[src/rtl/dimm_geom_pkg.sv]
package dimm_geom_pkg;
  typedef enum logic [1:0] {
    SLOT_EMPTY = 2'b00, SLOT_EDO = 2'b01, SLOT_SDRAM = 2'b10, SLOT_VOID = 2'b11
  } slot_kind_e;

  typedef enum logic [1:0] {
    MT_EDO = 2'b00, MT_SDRAM = 2'b01, MT_REG_SDRAM = 2'b10
  } mem_kind_e;

  // capacity of one density bit position, capped, in boundary units
  function automatic int unsigned side_units(input int idx, input int unsigned mb_per_lsb,
                                             input int unsigned cap_mb, input int unsigned unit_mb);
    int unsigned mb;
    if (idx < 0) return 0;
    mb = mb_per_lsb << idx;
    if (mb > cap_mb) mb = cap_mb;
    return mb / unit_mb;
  endfunction
endpackage

[src/rtl/dimm_page_code.sv]
module dimm_page_code #(
  parameter int COL_W    = 4,
  parameter int WID_W    = 8,
  parameter int KB_SHIFT = 13
) (
  input  logic [COL_W-1:0] col_i,
  input  logic [WID_W-1:0] width_i,
  input  logic [WID_W-1:0] ecc_width_i,
  input  logic             ecc_i,
  output logic [1:0]       code_o,
  output logic             bad_o
);
  localparam int PROD_W = (1 << COL_W) + WID_W;
  localparam int KB_W   = PROD_W - KB_SHIFT;

  logic [WID_W-1:0]  weff;
  logic [PROD_W-1:0] prod;
  logic [KB_W-1:0]   kb;

  assign weff = ecc_i ? width_i - ecc_width_i : width_i;
  assign prod = {{(PROD_W-WID_W){1'b0}}, weff} << col_i;
  assign kb   = prod[PROD_W-1:KB_SHIFT];

  always_comb begin
    bad_o  = 1'b0;
    code_o = 2'b00;
    if (kb == KB_W'(2))       code_o = 2'b00;
    else if (kb == KB_W'(4))  code_o = 2'b01;
    else if (kb == KB_W'(8))  code_o = 2'b10;
    else if (kb >= KB_W'(16)) code_o = 2'b10;
    else                      bad_o  = 1'b1;
  end
endmodule

[src/rtl/dimm_density_split.sv]
module dimm_density_split
  import dimm_geom_pkg::*;
#(
  parameter int DENS_W     = 8,
  parameter int UNIT_W     = 5,
  parameter int MB_PER_LSB = 4,
  parameter int CAP_MB     = 128,
  parameter int UNIT_MB    = 8
) (
  input  logic [DENS_W-1:0] density_i,
  input  logic              dual_i,
  output logic [UNIT_W-1:0] side1_o,
  output logic [UNIT_W-1:0] side2_o
);
  always_comb begin
    int hi;
    int lo;
    hi = -1;
    lo = -1;
    for (int b = 0; b < DENS_W; b++)
      if (density_i[b]) hi = b;
    for (int b = 0; b < DENS_W; b++)
      if (density_i[b] && b != hi) lo = b;
    side1_o = UNIT_W'(side_units(hi, MB_PER_LSB, CAP_MB, UNIT_MB));
    if (!dual_i)     side2_o = '0;
    else if (lo < 0) side2_o = side1_o;
    else             side2_o = UNIT_W'(side_units(lo, MB_PER_LSB, CAP_MB, UNIT_MB));
  end
endmodule

[src/rtl/dimm_geom_decoder.sv]
module dimm_geom_decoder
  import dimm_geom_pkg::*;
#(
  parameter int NUM_SOCKETS = 4,
  parameter int BND_W       = 8,
  parameter int COL_W       = 4,
  parameter int WID_W       = 8,
  parameter int DENS_W      = 8,
  parameter int MB_PER_LSB  = 4,
  parameter int CAP_MB      = 128,
  parameter int UNIT_MB     = 8
) (
  input  logic                           clk_i,
  input  logic                           rst_ni,
  input  logic                           start_i,
  input  logic                           sock_valid_i,
  input  logic [1:0]                     mem_type_i,
  input  logic [COL_W-1:0]               col_bits_i,
  input  logic [WID_W-1:0]               data_width_i,
  input  logic [WID_W-1:0]               ecc_width_i,
  input  logic                           ecc_i,
  input  logic                           registered_i,
  input  logic [1:0]                     sides_i,
  input  logic [3:0]                     dev_banks_i,
  input  logic [DENS_W-1:0]              density_i,
  output logic [2*NUM_SOCKETS*BND_W-1:0] bounds_o,
  output logic [4*NUM_SOCKETS-1:0]       page_word_o,
  output logic [2*NUM_SOCKETS-1:0]       bank_row_o,
  output logic [1:0]                     mem_type_o,
  output logic                           err_o,
  output logic                           done_o
);
  localparam int ROWS   = 2 * NUM_SOCKETS;
  localparam int IDX_W  = (NUM_SOCKETS > 1) ? $clog2(NUM_SOCKETS) : 1;
  localparam int UNIT_W = $clog2(CAP_MB / UNIT_MB + 1);
  localparam logic [IDX_W-1:0] LAST = IDX_W'(NUM_SOCKETS - 1);

  logic [IDX_W-1:0]       idx_q;
  logic                   busy_q, done_q, err_q, edo_q, sd_q, allreg_q;
  logic [BND_W-1:0]       total_q;
  logic [ROWS*BND_W-1:0]  bounds_q;
  logic [4*NUM_SOCKETS-1:0] page_q;
  logic [ROWS-1:0]        bpr_q;

  logic             take, installed, is_edo, is_sd, dual, sides_bad, page_bad;
  logic [1:0]       pcode;
  logic [UNIT_W-1:0] s1_u, s2_u;
  logic [BND_W-1:0] row_a, row_b;
  logic [3:0]       pfield;
  logic [1:0]       bfield;
  logic             beat_err;

  assign take      = busy_q && sock_valid_i;
  assign is_edo    = mem_type_i == SLOT_EDO;
  assign is_sd     = mem_type_i == SLOT_SDRAM;
  assign installed = is_edo || is_sd;
  assign dual      = sides_i == 2'd2;
  assign sides_bad = !(sides_i == 2'd1 || sides_i == 2'd2);

  dimm_page_code #(.COL_W(COL_W), .WID_W(WID_W), .KB_SHIFT(13)) u_page (
    .col_i(col_bits_i), .width_i(data_width_i), .ecc_width_i(ecc_width_i),
    .ecc_i(ecc_i), .code_o(pcode), .bad_o(page_bad)
  );

  dimm_density_split #(
    .DENS_W(DENS_W), .UNIT_W(UNIT_W), .MB_PER_LSB(MB_PER_LSB),
    .CAP_MB(CAP_MB), .UNIT_MB(UNIT_MB)
  ) u_dens (
    .density_i(density_i), .dual_i(dual), .side1_o(s1_u), .side2_o(s2_u)
  );

  always_comb begin
    row_a    = total_q;
    row_b    = total_q;
    pfield   = 4'b0000;
    bfield   = 2'b00;
    beat_err = 1'b0;
    if (installed) begin
      row_a    = total_q + BND_W'(s1_u);
      row_b    = row_a + BND_W'(s2_u);
      pfield   = dual ? {pcode, pcode} : {2'b00, pcode};
      if (dev_banks_i == 4'd4) bfield = dual ? 2'b11 : 2'b01;
      beat_err = sides_bad || page_bad || (s1_u == '0);
    end
  end

  always_ff @(posedge clk_i or negedge rst_ni) begin
    if (!rst_ni) begin
      idx_q <= '0; busy_q <= 1'b0; done_q <= 1'b0; err_q <= 1'b0;
      edo_q <= 1'b0; sd_q <= 1'b0; allreg_q <= 1'b1; total_q <= '0;
      bounds_q <= '0; page_q <= '0; bpr_q <= '0;
    end else begin
      done_q <= 1'b0;
      if (start_i) begin
        idx_q <= '0; busy_q <= 1'b1; err_q <= 1'b0;
        edo_q <= 1'b0; sd_q <= 1'b0; allreg_q <= 1'b1; total_q <= '0;
        bounds_q <= '0; page_q <= '0; bpr_q <= '0;
      end else if (take) begin
        bounds_q[(2*int'(idx_q))*BND_W +: BND_W]   <= row_a;
        bounds_q[(2*int'(idx_q)+1)*BND_W +: BND_W] <= row_b;
        page_q[4*int'(idx_q) +: 4] <= pfield;
        bpr_q[2*int'(idx_q) +: 2]  <= bfield;
        total_q <= row_b;
        edo_q   <= edo_q || is_edo;
        sd_q    <= sd_q || is_sd;
        if (installed && !registered_i) allreg_q <= 1'b0;
        err_q <= err_q || beat_err || ((edo_q || is_edo) && (sd_q || is_sd));
        idx_q <= idx_q + 1'b1;
        if (idx_q == LAST) begin
          busy_q <= 1'b0;
          done_q <= 1'b1;
        end
      end
    end
  end

  assign bounds_o    = bounds_q;
  assign page_word_o = page_q;
  assign bank_row_o  = bpr_q;
  assign err_o       = err_q;
  assign done_o      = done_q;
  assign mem_type_o  = (sd_q && allreg_q) ? MT_REG_SDRAM : (sd_q ? MT_SDRAM : MT_EDO);

  p_done_pulse_r10: assert property (@(posedge clk_i) disable iff (!rst_ni)
    done_o |=> !done_o);
  p_hold_r10: assert property (@(posedge clk_i) disable iff (!rst_ni)
    (!busy_q && !start_i) |=> ($stable(bounds_o) && $stable(page_word_o)
                               && $stable(bank_row_o) && $stable(err_o)));
  p_side_order_r3: assert property (@(posedge clk_i) disable iff (!rst_ni)
    take |-> (s2_u <= s1_u || !dual || s1_u == '0));
  p_total_grows_r5: assert property (@(posedge clk_i) disable iff (!rst_ni)
    (take && !start_i) |=> total_q >= $past(total_q));
  p_err_sticky_r9: assert property (@(posedge clk_i) disable iff (!rst_ni)
    (err_o && !start_i) |=> err_o);
  p_type_legal_r8: assert property (@(posedge clk_i) disable iff (!rst_ni)
    mem_type_o != 2'b11);
endmodule

[config.mk]
export PLATFORM = sky130hd
export DESIGN_NAME = dimm_geom_decoder
export DESIGN_NICKNAME = d
export VERILOG_FILES = /design/src/rtl/dimm_geom_pkg.sv /design/src/rtl/dimm_page_code.sv /design/src/rtl/dimm_density_split.sv /design/src/rtl/dimm_geom_decoder.sv
export SDC_FILE = /design/constraint.sdc
export NUM_CORES = 1
export LEC_CHECK = 0
export CORE_UTILIZATION = 51
export DETAILED_ROUTE_END_ITERATION = 8
export GPL_ROUTABILITY_DRIVEN = 0
export HOLD_SLACK_MARGIN = 0.03
export PLACE_DENSITY = 0.81
export RECOVER_POWER = 25
export SLEW_MARGIN = 20
export SYNTH_ARGS = -nofsm -noshare
export SYNTH_HDL_FRONTEND = slang
export SYNTH_SLANG_ARGS = --single-unit
[constraint.sdc]
create_clock -name clk_i -period 3.6 [get_ports clk_i]
set_input_delay 0.54 -clock clk_i [delete_from_list [all_inputs] [get_ports clk_i]]
set_output_delay 0.54 -clock clk_i [all_outputs]
set_load 0.05 [all_outputs]
==> impl_metrics.py, run 1 <==
metrics = {
    "routing": {
        "post-route-drc-count": 0,
        "postRouteAntennaNets": 0,
        "totalWireLength_um": 18300,
        "wl_per_cell_um": 18.3,
        "vias": 6024,
        "dr.first_iter.drc_count": 476,
        "routed_via_density": 6.02,
        "dr.pass1.iters": 5,
    },
    "yosys": {
        "synthAdderAreaFrac": 0.0655,
        "synth_compound_area_frac": 0.214,
        "async_reset_ff_frac": 1.00,
        "synthesis.nets": 708,
        "synthCells": 639,
        "synthSimpleGateAreaFrac": 0.184,
        "syn_area_per_cell_sq_um": 9.08,
        "synth_flop_cell": "dfrtp_1",
        "synth_top_family_by_area": "compound AO/OA/AOI/OAI gates",
        "synth_mux_area_frac": 0.0209,
        "synth-seq-cells": 104,
        "synth_cell_types": 77,
        "syn_area_sq_mm": 0.00580,
        "synth_xor_area_frac": 0.0272,
        "ys_warn_count": 0,
        "yosysSeqAreaShare": 0.449,
        "synth_edf_count": 0,
    },
    "clocking": {
        "cts.sinks": 104,
        "cts_tree": "done",
        "clock_latency_ns": 0.35,
        "clk_pin_slew_worst_paths_ns": 0.07,
        "htreeDepth": 3,
        "cts_buffers": 9,
        "root_buffer": "clkbuf_16",
        "clock_path_buffers": 2,
    },
    "run_status": {
        "failed_checks": "max-capacitance violations, max-slew violations, negative setup slack",
        "outcome": "complete, but fails checks",
    },
    "global_route": {
        "grt_max_degree": 55,
        "track_usage": 0.310,
        "grt_antenna_before_repair": 0,
        "grt_pass1_vias": 5838,
        "grt_pass1_wl_um": 28400,
        "globalRouteOverflowTotal": 0,
    },
    "worst_setup_path": {
        "cp.required_ns": 3.82,
        "slowest_stage": "o32a_1",
        "crit_family": "compound AO/OA/AOI/OAI gates",
        "slowest_delay_ns": 0.32,
        "startpoint_type": "input port",
        "end_kind": "flop",
        "worstPathArrival_ns": 3.83,
        "critical_path_class": "in -> reg",
        "path_cells": "buf_8 > or2_4 > nor3_4 > buf_6 > nand2_2 > buf_4 > a22oi_2 > nand2_2 > o32a_1 > nor2_1 > ha_1 > a21o_1 > a21o_1 > a21o_1 > o21ai_1 > o22a_1 > nor2_2 > xnor2_1 > buf_4 > o21ai_1",
        "cp.buffers_inverters": 4,
        "worstPathMaxFanout": 4,
        "critPathMostFrequentCell": "a21o_1",
    },
    "placement": {
        "dp.cells": 966,
        "dp_hpwl_um": 12900,
        "port_buffers": 133,
        "placed_area_sq_mm": 0.00784,
        "pre_cts_slack_ns": -0.779,
    },
    "floorplan": {
        "die-area_sq_mm": 0.0118,
        "start_util": 0.528,
        "rows": 38,
        "placeableCoreArea_sq_mm": 0.0110,
        "io_pins": 134,
        "die-height_um": 109,
        "fp.dieW_um": 109,
    },
    "cells_and_area": {
        "final_cells": 1000,
        "finalInstanceArea_sq_mm": 0.00856,
        "antenna_cells": 0,
        "layout-drive-gt1-share": 0.217,
        "area_delta_synth_final_pct": 47.5,
        "multi_input_area_sq_mm": 0.00324,
        "layout_commonest_cell": "clkdlybuf4s50_1",
        "final_cell_mix": "124 x clkdlybuf4s50_1, 105 x nand2_1, 103 x dfrtp_1",
        "nNetsFinal": 924,
        "seqCellArea_sq_mm": 0.00260,
        "utilization": 0.780,
        "nFillCells": 737,
    },
    "timing": {
        "fin_crit_sh": 1.00,
        "max_slew.worst_pin.slew_ns": 2.82,
        "timing_hold_violations_final": 0,
        "fin_skew_ns": 0.00710,
        "slew_violations": 55,
        "setup_viol_count_final": 2,
        "setup_slack_ns": -0.00827,
        "rsz0062_at_grt": "true",
        "clock.fmax_mhz": 277,
        "layout_min_cycle_time_ns": 3.61,
        "maxSlewHeadroom": -0.880,
    },
    "power": {
        "p_total_mw": 2.95,
        "power_density_mw_per_mm2": 344,
        "ir_drop_mv": 0.288,
        "p_leak_nw": 3.81,
    },
    "job": {
        "maxCapViolCount": 1,
    },
    "worst_hold_path": {
        "hp-class": "reg -> reg",
    },
}
report_power, final:
group	internal, mW	switching [mW]	total, mW
clock	0.568	0.446	1.01
combinational	0.300	0.414	0.714
sequential	1.19	0.0270	1.22
registers in the layout, summed over array words and instances, names as in the netlist, 2 cells and up:
register	count
bank_row_o	8
bounds_o	64
idx_q	2
page_word_o	16
total_q	8
synth_stat cells, drive strengths merged (3+ instances only):
cell type | number | area, sq um
nor3 | 12 | 71.3
xnor2 | 12 | 105
ha | 24 | 300
mux2i | 11 | 110
nor4 | 3 | 25.0
fa | 3 | 60.1
a221oi | 4 | 35.0
o21a | 3 | 22.5
and3 | 6 | 37.5
nor2b | 7 | 43.8
nor2 | 42 | 165
a21o | 11 | 82.6
nand4 | 4 | 25.0
o21ai | 84 | 424
a22oi | 3 | 22.5
nand2b | 7 | 43.8
dfrtp | 103 | 2580
or3 | 4 | 25.0
a32o | 4 | 40.0
nand3b | 3 | 22.5
or2 | 3 | 18.8
inv | 24 | 90.1
a22o | 8 | 70.1
clkbuf | 24 | 90.1
a21oi | 28 | 140
buf | 8 | 47.5
and2 | 4 | 25.0
o31ai | 12 | 90.1
xor2 | 6 | 52.6
nand2 | 108 | 405
o22ai | 4 | 25.0
a211oi | 10 | 80.1
or4 | 3 | 26.3
nand3 | 13 | 70.1
cells by family after synthesis:
group	after synthesis
AND/OR/NAND/NOR	225
AO/OA/AOI/OAI	194
flip-flops	104
buffers and inverters	57
adder cells (fa/ha/maj)	29
XOR/XNOR	18
multiplexers	12
layout make-up:
cell class                 instances  area share
multi-input combinational        478       0.379
inverter                          25      0.0110
clock buffer                      10      0.0279
clock inverter                     6     0.00862
timing repair buffer             237       0.249
sequential                       104       0.304
tap                              140      0.0205
layer usage:
layer,track usage,part of all wire,vias to the layer above
met1,0.389,0.39,2902
li1,-,-,2718
met2,0.542,0.51,348
met5,0,0,-
met3,0.0389,0.074,56
met4,0.125,0.028,0
timing repair:
item | in CTS | in global routing
pin swaps | 26 | 26
hold buffers | 0 | 0
endpoints found under the hold margin | 0 | 0
gates cloned | 0 | 0
buffers inserted | 12 | 7
gates resized for setup | 46 | 46
setup endpoints to repair | 34 | 47
worst reg2reg max path, cell delays in order, from the launching register on:
cell     delay [ns]
dfrtp_1        0.45
ha_4           0.20
fa_2           0.37
a21o_1         0.20
a21oi_2        0.21
xnor2_2        0.10
ha_1           0.34
a21o_1         0.20
nand3_1        0.09
o22a_1         0.25
nor2_2         0.12
xnor2_1        0.12
buf_4          0.16
o21ai_1        0.07
worst paths after layout:
| path | from | end | slack (ns) | cells after the start |
|---|---|---|---|---|
| worst min register to register | page_word_o[7]$_DFFE_PN0P_ | page_word_o[7]$_DFFE_PN0P_ | 0.48 | 2 |
| worst min-delay path | page_word_o[7]$_DFFE_PN0P_ | page_word_o[7]$_DFFE_PN0P_ | 0.48 | 2 |
| max in group asynchronous | rst_ni | bounds_o[13]$_DFFE_PN0P_ | 0.70 | 2 |
| min in group asynchronous | rst_ni | bounds_o[35]$_DFFE_PN0P_ | 1.10 | 1 |
| worst max register to register | total_q[0]$_DFFE_PN0P_ | bounds_o[31]$_DFFE_PN0P_ | 0.59 | 13 |
| worst max-delay path | density_i[6] | bounds_o[31]$_DFFE_PN0P_ | -0.008 | 20 |
through the flow:
step           TNS [ns]  hold slack, ns
6_report        -0.0107           0.480
3_5_place_dp     -25.73           0.470
3_3_place_gp     -16.29           0.462
2_1_floorplan    -0.576           0.244
4_1_cts               0           0.245
5_1_grt           -1.27           0.499
No activity file was read; power rests on OpenSTA's default activity.
==> inputs of run 2 (changes only) <==
CORE_MARGIN = 4   (was unset)
CORE_UTILIZATION = 52   (was 51)
CTS_BUF_LIST = sky130_fd_sc_hd__clkbuf_2   (was unset)
PLACE_DENSITY = 0.83   (was 0.81)
==> impl_metrics.py, run 2 (synthesized netlist as in run 1, its figures left out) <==
metrics = {
    "cells_and_area": {
        "final_cells": 987,
        "area_delta_synth_final_pct": 39.6,
        "layout_commonest_cell": "clkdlybuf4s50_1",
        "layout-drive-gt1-share": 0.171,
        "antenna_cells": 0,
        "final_cell_mix": "126 x clkdlybuf4s50_1, 106 x nand2_1, 103 x dfrtp_1",
        "largest_reg_flops": 64,
        "nNetsFinal": 911,
    },
    "floorplan": {
        "die-height_um": 114,
        "fp.dieW_um": 114,
        "rows": 38,
        "placeableCoreArea_sq_mm": 0.0109,
        "io_pins": 134,
        "start_util": 0.533,
        "die-area_sq_mm": 0.0129,
    },
    "worst_setup_path": {
        "endpoint": "bounds_o[29]$_DFFE_PN0P_",
        "slowest_delay_ns": 0.45,
        "worstPathMaxFanout": 6,
        "r2r_start": "total_q[0]$_DFFE_PN0P_",
        "critical_path_class": "in -> reg",
        "critPathMostFrequentCell": "a21o_1",
        "worstPathArrival_ns": 3.98,
        "slowest_stage": "fa_2",
        "startpoint_type": "input port",
        "end_kind": "flop",
        "cp.required_ns": 4.10,
        "path_cells": "clkdlybuf4s50_1 > buf_4 > nor2_2 > nand2_2 > nor3_4 > ha_2 > fa_2 > ha_1 > a21o_1 > a21o_1 > a21o_1 > a21o_1 > xor2_1 > nor2_1 > xnor2_1 > o21ai_0",
        "reg2reg_to": "bounds_o[29]$_DFFE_PN0P_",
        "reg2regPathDepth": 11,
        "rrSetupSlack_ns": 0.58,
        "worstSetupStartpoint": "density_i[2]",
    },
    "power": {
        "pwr-share-comb": 0.267,
        "ir_drop_mv": 0.191,
        "power_switching_mw": 0.814,
        "p_int_mw": 1.65,
        "pwr-share-clk": 0.238,
        "p_total_mw": 2.46,
        "switching_share": 0.331,
        "power_density_mw_per_mm2": 304,
        "p_leak_nw": 3.69,
        "seq_power_share": 0.496,
    },
    "routing": {
        "post-route-drc-count": 0,
        "vias": 5805,
        "totalWireLength_um": 16700,
        "routed_via_density": 5.88,
        "dr.first_iter.drc_count": 370,
        "m1WireLength_um": 6940,
        "postRouteAntennaNets": 0,
        "wl_met2_um": 8400,
        "wl_met3_um": 1150,
        "maxUsedRoutingLayer": "met4",
        "dr.pass1.iters": 5,
        "wl_per_cell_um": 16.9,
    },
    "clocking": {
        "cts_tree": "done",
        "clock_path_buffers": 2,
        "clock_latency_ns": 0.62,
        "root_buffer": "clkbuf_2",
        "cts.sinks": 104,
        "cts_buffers": 9,
        "clk_pin_slew_worst_paths_ns": 0.28,
        "htreeDepth": 3,
    },
    "placement": {
        "pre_cts_slack_ns": -0.713,
        "dp.cells": 963,
        "dp_hpwl_um": 12800,
        "port_buffers": 133,
    },
    "timing": {
        "maxSlewHeadroom": -0.424,
        "setup_slack_ns": 0.121,
        "setup_viol_count_final": 0,
        "slew_violations": 91,
        "max_slew.worst_pin.slew_ns": 2.14,
        "fin_crit_sh": 0.966,
        "clock.fmax_mhz": 287,
        "layout_min_cycle_time_ns": 3.48,
        "timing_hold_violations_final": 0,
        "fin_skew_ns": 0.0373,
    },
    "job": {
        "maxCapViolCount": 1,
    },
    "global_route": {
        "grt_pass1_wl_um": 26900,
        "track_usage": 0.257,
        "grt_antenna_before_repair": 0,
        "globalRouteOverflowTotal": 0,
        "grt_pass1_vias": 5575,
        "grt_max_degree": 91,
    },
    "run_status": {
        "outcome": "complete, but fails checks",
        "failed_checks": "max-capacitance violations, max-slew violations",
    },
    "worst_hold_path": {
        "min_path_cells": 2,
        "hp-class": "reg -> reg",
    },
}
run 2: cell count changes in the layout (fill, tap and decap cells not counted), sizes merged, moves of 2 or more:
cell	before	now
dlygate4sd2	2	0
clkdlybuf4s50	124	126
clkbuf	14	11
buf	105	90
dlymetal6s2s	0	6
clkdlybuf4s15	2	0
run 2: per-layer routing:
| layer | up-vias | GRT usage |
|---|---|---|
| li1 | 2696 | - |
| met1 | 2846 | 0.341 |
| met2 | 242 | 0.436 |
| met3 | 21 | 0.0408 |
| met4 | 0 | 0.0761 |
| met5 | - | 0 |
run 2: per-stage QoR:
stage | hold WS (ns) | util | setup TNS, ns | cell area, sq um
2_1_floorplan | 0.244 | - | -0.576 | 5840
3_3_place_gp | 0.462 | 0.718 | -15.71 | 7820
3_5_place_dp | 0.467 | 0.718 | -21.40 | 7820
4_1_cts | 0.0937 | 0.730 | 0 | 7950
5_1_grt | 0.526 | 0.744 | -0.153 | 8100
6_report | 0.514 | 0.744 | 0 | 8100
run 2: what timing repair did:
action / in CTS / in global routing
endpoints found under the setup margin: 3 / 19
hold buffers: 0 / 1
pin swaps: 0 / 19
resized for setup: 1 / 28
hold endpoints to repair: 0 / 82
setup buffers: 0 / 7
cloned: 0 / 0
run 2: worst min path at each step:
| stage | from | end |
|---|---|---|
| global route | registered_i | allreg_q$_DFFE_PN1P_ |
| floorplan | rst_ni | bank_row_o[0]$_DFFE_PN0P_ |
| CTS | rst_ni | bounds_o[40]$_DFFE_PN0P_ |
| detailed placement | page_word_o[7]$_DFFE_PN0P_ | page_word_o[7]$_DFFE_PN0P_ |
| finish | allreg_q$_DFFE_PN1P_ | allreg_q$_DFFE_PN1P_ |
| global placement | bank_row_o[5]$_DFFE_PN0P_ | bank_row_o[5]$_DFFE_PN0P_ |
run 2: power by group through the flow:
| stage | registers, mW | logic (mW) | clock network (mW) |
|---|---|---|---|
| final | 1.22 | 0.656 | 0.585 |
| after global routing | 1.22 | 0.711 | 0.639 |
| after CTS | 1.22 | 0.636 | 0.586 |
| after detailed placement | 1.24 | 0.633 | 0 |
| after global placement | 1.24 | 0.614 | 0 |
| after floorplan | 1.27 | 0.312 | 0 |
run 2: cell type report:
cell class              instances  area [sq um]
repair buffers                224          2030
inverters                      25          93.8
flip-flops and latches        104          2600
clock buffers                  10          50.0
fillers                       815          2790
clock inverters                 6          75.1
well taps                     140           175
multi-input cells             478          3070
run 2: worst max-delay path: cells and delay by family:
| kind | cells | cell delay [ns] |
|---|---|---|
| and+or+nand+nor | 4 | 0.51 |
| adders and majority gates | 3 | 0.96 |
| xor gates and xnor gates | 2 | 0.50 |
| buffers and inverters | 2 | 0.57 |
| AOI/OAI and AO/OA | 5 | 0.88 |
==> inputs of run 3 (changes only) <==
ABC_AREA = 1   (was unset)
CORE_UTILIZATION = 53   (was 52)
==> impl_metrics.py, run 3 <==
metrics = {
    "run_status": {
        "outcome": "complete, but fails checks",
        "failed_checks": "max-capacitance violations, max-slew violations",
    },
    "clocking": {
        "cts.sinks": 104,
        "postCtsHoldBufs": 0,
        "htreeDepth": 3,
        "cts_buffers": 9,
        "root_buffer": "clkbuf_2",
        "clk_pin_slew_worst_paths_ns": 0.33,
        "clock_latency_ns": 0.58,
        "cts_tree": "done",
        "clock_path_buffers": 2,
    },
    "routing": {
        "dr.first_iter.drc_count": 531,
        "vias": 6126,
        "wl_met2_um": 8570,
        "postRouteAntennaNets": 0,
        "totalWireLength_um": 17500,
        "dr.pass1.iters": 5,
        "maxUsedRoutingLayer": "met4",
        "routed_via_density": 5.36,
        "wl_met3_um": 1110,
        "post-route-drc-count": 0,
        "wl_per_cell_um": 15.4,
        "m1WireLength_um": 7580,
    },
    "yosys": {
        "synth_top_cell_by_area": "dfrtp_1",
        "synth-seq-cells": 104,
        "syn_area_per_cell_sq_um": 7.59,
        "synth_flop_cell": "dfrtp_1",
        "async_reset_ff_frac": 1.00,
        "synth.area.top_cells": "dfrtp_1 42%, nand2_1 13%, inv_1 7.1%, o21ai_0 5.3%, ha_1 4.8%",
        "synth_top_cell_area_share": 0.416,
        "yosysSeqAreaShare": 0.420,
        "synthCells": 816,
        "synthesis.nets": 885,
        "ys_top_cells_by_count": "220 x nand2_1, 117 x inv_1, 103 x dfrtp_1, 66 x o21ai_0, 55 x nand3_1",
        "yosysMostFrequentCell": "nand2_1",
        "synth_edf_count": 0,
        "ys_warn_count": 0,
        "syn_area_sq_mm": 0.00620,
        "synth_cell_types": 45,
    },
    "cells_and_area": {
        "area_delta_synth_final_pct": 33.8,
        "largest_reg_flops": 64,
        "final_cell_mix": "215 x nand2_1, 131 x clkdlybuf4s50_1, 115 x inv_1",
        "layout-drive-gt1-share": 0.164,
        "nFillCells": 864,
        "antenna_cells": 0,
        "final_cells": 1142,
        "layout_commonest_cell": "nand2_1",
        "utilization": 0.726,
        "nNetsFinal": 1063,
    },
    "timing": {
        "fin_crit_sh": 0.978,
        "timing_hold_violations_final": 0,
        "clock.fmax_mhz": 284,
        "fin_skew_ns": 0.0256,
        "setup_viol_count_final": 0,
        "tns_ns": 0,
        "max_slew.worst_pin.slew_ns": 1.82,
        "slew_violations": 77,
        "maxSlewHeadroom": -0.214,
        "layout_min_cycle_time_ns": 3.52,
        "hold_ws_ns": 0.405,
    },
    "power": {
        "ir_drop_mv": 0.181,
        "power_density_mw_per_mm2": 307,
        "p_total_mw": 2.55,
        "p_leak_nw": 4.05,
    },
    "floorplan": {
        "rows": 39,
        "io_pins": 134,
        "fp.dieW_um": 116,
        "die-area_sq_mm": 0.0135,
        "placeableCoreArea_sq_mm": 0.0114,
        "start_util": 0.543,
        "die-height_um": 116,
    },
    "worst_setup_path": {
        "end_kind": "flop",
        "reg2regPathDepth": 19,
        "reg2reg_to": "bounds_o[61]$_DFFE_PN0P_",
        "cp.required_ns": 4.13,
        "critical_path_class": "in -> reg",
        "slowest_delay_ns": 0.45,
        "rrSetupSlack_ns": 0.70,
        "r2r_start": "total_q[0]$_DFFE_PN0P_",
        "worstPathMaxFanout": 4,
        "slowest_stage": "clkdlybuf4s50_1",
        "startpoint_type": "input port",
        "critPathMostFrequentCell": "nand2_1",
        "worstPathArrival_ns": 4.05,
    },
    "global_route": {
        "grt_pass1_wl_um": 28100,
        "grt_max_degree": 77,
        "grt_pass1_vias": 5878,
        "grt_antenna_before_repair": 0,
        "globalRouteOverflowTotal": 0,
        "track_usage": 0.259,
    },
    "placement": {
        "dp.cells": 1121,
        "dp_hpwl_um": 13700,
        "port_buffers": 133,
    },
    "worst_hold_path": {
        "hp-class": "in -> async",
    },
    "job": {
        "maxCapViolCount": 1,
    },
}
-- run 3: metrics by stage --
step,area [sq um],worst slack [ns]
floorplan,6200,0.209
global placement,7980,-0.321
detailed placement,7980,-0.509
CTS,8120,0.0473
global route,8290,-0.107
finish,8290,0.0806
-- run 3: cell families after synthesis --
logic type,after synthesis,share of synthesized area
fa+ha+maj,27,0.0582
mux,1,0.00162
simple gates,389,0.285
buf+inv,145,0.0917
xor+xnor,10,0.0141
flops,104,0.420
compound gates,140,0.129
-- run 3: power by group --
| part | internal, mW | switching [mW] |
|---|---|---|
| logic | 0.270 | 0.479 |
| registers | 1.20 | 0.0212 |
| clock network | 0.122 | 0.453 |
-- run 3: metal layers --
layer | vias to the layer above | track usage
met1 | 2839 | 0.358
li1 | 3011 | -
met4 | 0 | 0.0580
met5 | - | 0
met3 | 30 | 0.0394
met2 | 246 | 0.436
-- run 3: repair_timing --
item                                    CTS  global route
resized for setup                         0            50
buffers inserted                          0             5
endpoints found under the setup margin    0            22
-- run 3: critical path: cells and delay by family --
kind | cells | cell delay [ns]
compound gates | 2 | 0.39
simple gates | 11 | 1.18
fa+ha+maj | 3 | 0.70
buf+inv | 7 | 0.94
xor+xnor | 2 | 0.29
-- run 3: cell type report --
type | instances | area [sq um] | area share
flip-flops and latches | 104 | 2600 | 0.314
clock inverters | 7 | 86.3 | 0.0104
inverters | 122 | 458 | 0.0552
well taps | 143 | 179 | 0.0216
multi-input cells | 567 | 3160 | 0.381
clock buffers | 9 | 45.0 | 0.00543
repair buffers | 190 | 1760 | 0.212
-- run 3: worst max-delay path by stage --
stage          cells after the start         start  slack (ns)                       end
2_1_floorplan                     24  density_i[6]        0.21  bounds_o[47]$_DFFE_PN0P_
3_3_place_gp                      23  density_i[2]       -0.32  bounds_o[62]$_DFFE_PN0P_
3_5_place_dp                      24  density_i[0]       -0.51  bounds_o[62]$_DFFE_PN0P_
4_1_cts                           24  density_i[0]        0.05  bounds_o[62]$_DFFE_PN0P_
5_1_grt                           25  density_i[7]       -0.11  bounds_o[29]$_DFFE_PN0P_
6_report                          25  density_i[7]        0.08  bounds_o[61]$_DFFE_PN0P_
